==> config.mk <==
export PLATFORM = sky130hd
export DESIGN_NAME = xmr2_ctrl
export DESIGN_NICKNAME = d
export VERILOG_FILES = /design/src/rtl/xmr2_pkg.sv /design/src/rtl/xmr2_cmd_decode.sv /design/src/rtl/xmr2_hold_timer.sv /design/src/rtl/xmr2_pasr_mask.sv /design/src/rtl/xmr2_store.sv /design/src/rtl/xmr2_ctrl.sv
export SDC_FILE = /design/constraint.sdc
export NUM_CORES = 1
export LEC_CHECK = 0
export BUFFER_PORTS_ARGS = -buffer_cell sky130_fd_sc_hd__clkbuf_2
export CORE_MARGIN = 2
export CORE_UTILIZATION = 35
export CTS_CLUSTER_SIZE = 8
export DETAILED_ROUTE_END_ITERATION = 16
export GPL_TIMING_DRIVEN = 0
export PLACE_DENSITY = 0.74
export SETUP_SLACK_MARGIN = 0.1
export SLEW_MARGIN = 15
export SYNTH_ARGS = -nofsm -noshare
export SYNTH_HDL_FRONTEND = slang
export SYNTH_HIERARCHICAL = 1
export SYNTH_SLANG_ARGS = --single-unit
==> constraint.sdc <==
create_clock -name clk -period 2.8 [get_ports clk]
set_clock_uncertainty 0.15 [all_clocks]
set_input_delay 0.14 -clock clk [delete_from_list [all_inputs] [get_ports clk]]
set_output_delay 0.14 -clock clk [all_outputs]
set_load 0.05 [all_outputs]
==> src/rtl/xmr2_pkg.sv <==
package xmr2_pkg;
  localparam int BA_W     = 3;
  localparam int ADDR_W   = 13;
  localparam int NBANK    = 2 ** BA_W;
  localparam int HOT_BIT  = 7;
  localparam int CODE_W   = 3;
  localparam logic [BA_W-1:0] TARGET_BA = BA_W'(2);

  typedef struct packed {
    logic              hot;
    logic [CODE_W-1:0] code;
  } xmr2_fields_t;
endpackage

==> src/rtl/xmr2_cmd_decode.sv <==
module xmr2_cmd_decode
  import xmr2_pkg::*;
(
  input  logic              cke,
  input  logic              cs_n,
  input  logic              ras_n,
  input  logic              cas_n,
  input  logic              we_n,
  input  logic [BA_W-1:0]   ba,
  input  logic [ADDR_W-1:0] addr,
  input  logic [NBANK-1:0]  bank_idle,
  input  logic              busy,
  output logic              is_mrs,
  output logic              hit,
  output logic              accept,
  output logic              set_err,
  output xmr2_fields_t      fields_in
);
  localparam logic [ADDR_W-1:0] KEEP_MASK =
    (ADDR_W'(1) << HOT_BIT) | ADDR_W'((1 << CODE_W) - 1);

  logic all_idle;
  logic legal_state;
  logic rsvd_bad;
  logic late_reject;
  logic busy_reject;

  always_comb begin
    is_mrs      = ~cs_n & ~ras_n & ~cas_n & ~we_n;
    hit         = is_mrs & (ba == TARGET_BA);
    all_idle    = &bank_idle;
    legal_state = cke & all_idle;
    rsvd_bad    = |(addr & ~KEEP_MASK);
    busy_reject = is_mrs & busy;
    late_reject = hit & ~busy & ~legal_state;
    accept      = hit & ~busy & legal_state;
    set_err     = busy_reject | late_reject | (accept & rsvd_bad);
    fields_in.hot  = addr[HOT_BIT];
    fields_in.code = addr[CODE_W-1:0];
  end
endmodule

==> src/rtl/xmr2_hold_timer.sv <==
module xmr2_hold_timer #(
  parameter int TMRD = 2
) (
  input  logic clk,
  input  logic arst_n,
  input  logic load,
  output logic busy
);
  localparam int CW = (TMRD < 1) ? 1 : $clog2(TMRD + 1);
  localparam logic [CW-1:0] LOAD_VAL = CW'(TMRD);

  logic [CW-1:0] cnt_q;
  logic [CW-1:0] cnt_d;

  always_comb begin
    cnt_d = cnt_q;
    if (load) begin
      cnt_d = LOAD_VAL;
    end else if (cnt_q != '0) begin
      cnt_d = cnt_q - 1'b1;
    end
  end

  always_ff @(posedge clk or negedge arst_n) begin
    if (!arst_n) begin
      cnt_q <= '0;
    end else begin
      cnt_q <= cnt_d;
    end
  end

  assign busy = (cnt_q != '0);

  // the window shrinks by one each cycle when it is not reloaded
  a_r5_count_down: assert property (@(posedge clk) disable iff (!arst_n)
    (busy && !load) |=> (cnt_q == $past(cnt_q) - 1'b1));

  // no new load can arrive while the window runs
  a_r5_no_reload_busy: assert property (@(posedge clk) disable iff (!arst_n)
    busy |-> !load);
endmodule

==> src/rtl/xmr2_pasr_mask.sv <==
module xmr2_pasr_mask
  import xmr2_pkg::*;
(
  input  logic [CODE_W-1:0] code,
  output logic [NBANK-1:0]  mask
);
  localparam int NW = BA_W + 1;
  localparam logic [NW-1:0] ALL  = NW'(NBANK);
  localparam logic [NW-1:0] WIDE = NW'(NBANK - NBANK / 4);

  logic [NW-1:0] n_low;
  logic [NW-1:0] n_high;
  logic [NW-1:0] high_floor;

  always_comb begin
    n_low      = ALL >> code[1:0];
    n_high     = (code[1:0] == 2'd0) ? WIDE : n_low;
    high_floor = ALL - n_high;
  end

  for (genvar b = 0; b < NBANK; b++) begin : g_bank
    assign mask[b] = code[2] ? (NW'(b) >= high_floor) : (NW'(b) < n_low);
  end
endmodule

==> src/rtl/xmr2_store.sv <==
module xmr2_store
  import xmr2_pkg::*;
(
  input  logic         clk,
  input  logic         arst_n,
  input  logic         accept,
  input  logic         set_err,
  input  xmr2_fields_t fields_in,
  output xmr2_fields_t fields,
  output logic         valid,
  output logic         err
);
  xmr2_fields_t fld_q;
  xmr2_fields_t fld_d;
  logic         valid_q;
  logic         valid_d;
  logic         err_q;
  logic         err_d;

  always_comb begin
    fld_d   = accept ? fields_in : fld_q;
    valid_d = valid_q | accept;
    err_d   = err_q | set_err;
  end

  // contents have no reset value
  always_ff @(posedge clk) begin
    fld_q <= fld_d;
  end

  always_ff @(posedge clk or negedge arst_n) begin
    if (!arst_n) begin
      valid_q <= 1'b0;
      err_q   <= 1'b0;
    end else begin
      valid_q <= valid_d;
      err_q   <= err_d;
    end
  end

  assign fields = fld_q;
  assign valid  = valid_q;
  assign err    = err_q;

  a_r8_valid_sticky: assert property (@(posedge clk) disable iff (!arst_n)
    valid |=> valid);

  a_r9_err_sticky: assert property (@(posedge clk) disable iff (!arst_n)
    err |=> err);

  a_r2_hot_captured: assert property (@(posedge clk) disable iff (!arst_n)
    accept |=> (fields.hot == $past(fields_in.hot)));
endmodule

==> src/rtl/xmr2_ctrl.sv <==
module xmr2_ctrl
  import xmr2_pkg::*;
#(
  parameter int TMRD = 2
) (
  input  logic              clk,
  input  logic              rst_n,
  input  logic              cke,
  input  logic              cs_n,
  input  logic              ras_n,
  input  logic              cas_n,
  input  logic              we_n,
  input  logic [BA_W-1:0]   ba,
  input  logic [ADDR_W-1:0] addr,
  input  logic [NBANK-1:0]  bank_idle,
  output logic              hot_sr_en,
  output logic [NBANK-1:0]  ret_banks,
  output logic              valid,
  output logic              busy,
  output logic              err
);
  logic [1:0]   rst_sync_q;
  logic         arst_n;
  logic         is_mrs;
  logic         hit;
  logic         accept;
  logic         set_err;
  logic         busy_w;
  xmr2_fields_t fields_in;
  xmr2_fields_t fields;

  always_ff @(posedge clk or negedge rst_n) begin
    if (!rst_n) begin
      rst_sync_q <= 2'b00;
    end else begin
      rst_sync_q <= {rst_sync_q[0], 1'b1};
    end
  end
  assign arst_n = rst_sync_q[1];

  xmr2_cmd_decode u_dec (
    .cke       (cke),
    .cs_n      (cs_n),
    .ras_n     (ras_n),
    .cas_n     (cas_n),
    .we_n      (we_n),
    .ba        (ba),
    .addr      (addr),
    .bank_idle (bank_idle),
    .busy      (busy_w),
    .is_mrs    (is_mrs),
    .hit       (hit),
    .accept    (accept),
    .set_err   (set_err),
    .fields_in (fields_in)
  );

  xmr2_hold_timer #(.TMRD(TMRD)) u_tmr (
    .clk    (clk),
    .arst_n (arst_n),
    .load   (accept),
    .busy   (busy_w)
  );

  xmr2_store u_store (
    .clk       (clk),
    .arst_n    (arst_n),
    .accept    (accept),
    .set_err   (set_err),
    .fields_in (fields_in),
    .fields    (fields),
    .valid     (valid),
    .err       (err)
  );

  xmr2_pasr_mask u_mask (
    .code (fields.code),
    .mask (ret_banks)
  );

  assign hot_sr_en = fields.hot;
  assign busy      = busy_w;

  a_r5_busy_after_write: assert property (@(posedge clk) disable iff (!arst_n)
    accept |=> busy);

  a_r5_busy_cmd_ignored: assert property (@(posedge clk) disable iff (!arst_n)
    (is_mrs && busy) |=> (err && $stable(hot_sr_en) && $stable(ret_banks)));

  a_r4_bad_state_rejected: assert property (@(posedge clk) disable iff (!arst_n)
    (hit && !busy && !(cke && (&bank_idle))) |=>
      (err && $stable(hot_sr_en) && $stable(ret_banks)));

  a_r3_mask_nonempty: assert property (@(posedge clk) disable iff (!arst_n)
    valid |-> (ret_banks != '0));
endmodule

==> qor.txt <==
antenna-violating nets left: 0
First-pass DRT Iterations: 1
Async S/R FF share, synth: 60.0%
syn_area_per_cell: 11.0 sq um
clock network power share: 26.9%
Gate power share: 34.3%
LEAKAGE: 0.421 nW
Detailed Route Iter0 Violations: 0
Worst Path Arrival: 1.70 ns
Clock Tree Root: clkbuf_4
largest net degree at the start of global routing: 8
number of synthesized flops with an enable pin: 4
library cell appearing most often on the critical path: inv_1
Hold WC Path Type: in2async
synthesized instance count: 47
Switching Share: 31.1%
count leader, synth: dfrtp_1
post-route clock period utilization: 68.2%
startpoint types: flop
via count: 497
gr ovfl total: 0
top_reg_cell synth: dfrtp_1
overall power: 0.000472 W
GRT Overall Usage: 13.6%
Yosys cell types: 26
post-synth top area cell: dfrtp_1
Port Buffers: 38
crit path max-delay cell type: dfrtp_1
post-route setup TNS: 0 ns
Synth area leaders: dfrtp_1, edfxtp_1, buf_4, a21oi_1, inv_1
maximum vdd drop: 0.354 mV
crit path buf inv count: 2
final WL: 1070 microns
Pwr per Cell Area: 575 nW/um^2
HPWL Detailed: 915 microns
TritonCTS clock tree: done
critical path required time: 2.59 ns
Die X: 42.4 microns
Reg2Reg Depth: 6
Max Root-Sink Buffers: 2
chip height: 42.4 microns
share of cells above drive strength 1: 52.6%
commonest cells in the netlist: dfrtp_1, a21oi_1, buf_4, edfxtp_1, inv_1
WS Path Type: reg2reg
Mapped Area: 515 sq um
worst-skew pair later-pin latency: 0.26 ns
area share of the largest cell type after synthesis: 29.1%
Crit path depth: 6
Slew Limit Fails: 0
Core Region: 1330 sq um
worst path cell trace: inv_1 > ha_1 > inv_1 > nand4b_1 > nor3_1 > and2_1
post-route cell area: 821 sq um
#FFs+latches synth: 10
# diodes: 0
crit-path max FO: 7
RSZ-0062 raised after global routing: false
CP delay by family, top: simple AND/OR/NAND/NOR gates
post-layout min period: 1.91 ns
Final Hold Viols: 0
gp weighted congestion: 0.622
Worst path max stage delay: 0.39 ns
Core Rows: 13
H-tree level count: 1
CTS clk-pin slew, worst paths: 0.07 ns
die area: 1800 sq um
yosys warns: 6
# IOs: 43
initial antenna violation count: 0
per-cell routed wire length: 9.75 microns
first-pass GRT wire length: 1820 microns
area of placed instances: 724 sq um
FMAX: 0.524 GHz
Pint: 0.000325 W
DP Worst Slack: 0.892 ns
number of buffers created by CTS: 3
net switching power: 0.000147 W
net total in the final layout: 128
endpoints failing setup: 0
vias in the first global route: 503
Seq/Total Area, Yosys: 52.4%
Area Overhead vs Synth: 59.2%
MaxCap Viol Count: 0
Initial Util: 38.6%
Via density: 4.52
nature of the critical path endpoint: flop
Seq pwr share: 38.8%
syn_nets: 79
CTS Sinks: 10
status: finished, final reports clean
drc violations: 0
final setup margin: 0.891 ns
Post-Route Utilization: 61.5%
==> cell usage in the layout, fill, tap and decap left out, drive strengths merged <==
cell and instances:
a21boi 1, a21o 1, a21oi 5, a31oi 1, and2 2, buf 4, clkbuf 42, conb 1
dfrtp 6, dlygate4sd3 6, edfxtp 4, ha 1, inv 4, nand2 1, nand2b 1, nand4 1
nand4b 1, nor2 1, nor3 3, nor3b 1, nor4 1, o21ai 1, o21bai 1, or2 2
or2b 1, or4 1, xor2 1
==> power groups by stage <==
stage	Sequential (W)	Clock [W]	Combinational, W
5_1_grt	0.000186	0.000142	0.000179
2_1_floorplan	0.000198	0	0.000100
3_5_place_dp	0.000187	0	0.000155
4_1_cts	0.000183	0.000133	0.000164
3_3_place_gp	0.000187	0	0.000150
6_report	0.000183	0.000127	0.000162
==> routing by layer <==
layer / track usage [%] / part of all wire [%] / routed length, microns / up-vias
met5: 0 / 0 / 0 / -
met4: 1.88 / 0 / 0 / 0
met3: 6.47 / 9.3 / 100 / 0
met2: 28.0 / 57 / 614 / 25
met1: 11.5 / 33 / 358 / 217
li1: - / - / - / 255
==> flip-flops by register name (all words and copies together) (netlist names) <==
signal	count
u_store/valid	1
rst_sync_q	2
u_tmr/cnt_q	2
u_store/err	1
u_store/fields	4
==> worst register-to-register path, stage by stage (launching register included) <==
cell and delay, ns:
dfrtp_1 0.39, inv_1 0.06, ha_1 0.20, inv_1 0.08, nand4b_1 0.16, nor3_1 0.22, and2_1 0.34
==> logic make-up (layout without fill, tap and decap cells) <==
family	after synthesis	count (layout)	synth area share, %
other	1	1	0.727
adder cells (fa/ha/maj)	1	1	2.43
AO/OA/AOI/OAI	10	10	12.1
XOR/XNOR	1	1	1.70
flip-flops	10	10	52.4
buffers and inverters	8	56	8.74
AND/OR/NAND/NOR	16	16	21.8
==> final cells by class <==
type                       instances  area (sq um)
fill                             124           513
sequential                        10           270
timing repair buffer              44           250
multi-input combinational         29           200
clock buffer                       4          36.3
buffer                             4          30.0
tap                               15          18.8
inverter                           4          15.0
==> stage by stage <==
step           cells  hold slack (ns)
2_1_floorplan     47           -0.306
3_3_place_gp     100           -0.223
3_5_place_dp     100           -0.220
4_1_cts          110           0.0310
5_1_grt          110           0.0291
6_report         110           0.0404
==> path summary, 6_finish.rpt <==
kind,endpoint,slack (ns),start
max in group asynchronous,u_store/err,1.89,rst_sync_q[1]
max reg2reg,u_store/fields[3],0.89,u_tmr/cnt_q[0]
min,rst_sync_q[0],0.04,rst_n
min reg2reg,rst_sync_q[1],0.21,rst_sync_q[0]
max,u_store/fields[3],0.89,u_tmr/cnt_q[0]
min in group clk,u_store/err,0.10,addr[5]
==> timing repair <==
| action | in CTS | in global routing |
|---|---|---|
| hold endpoints to repair | 10 | 0 |
| resized for setup | 0 | 0 |
| buffers inserted | 0 | 0 |
| hold buffers | 6 | 0 |
Power figures use the tool's default switching activity.
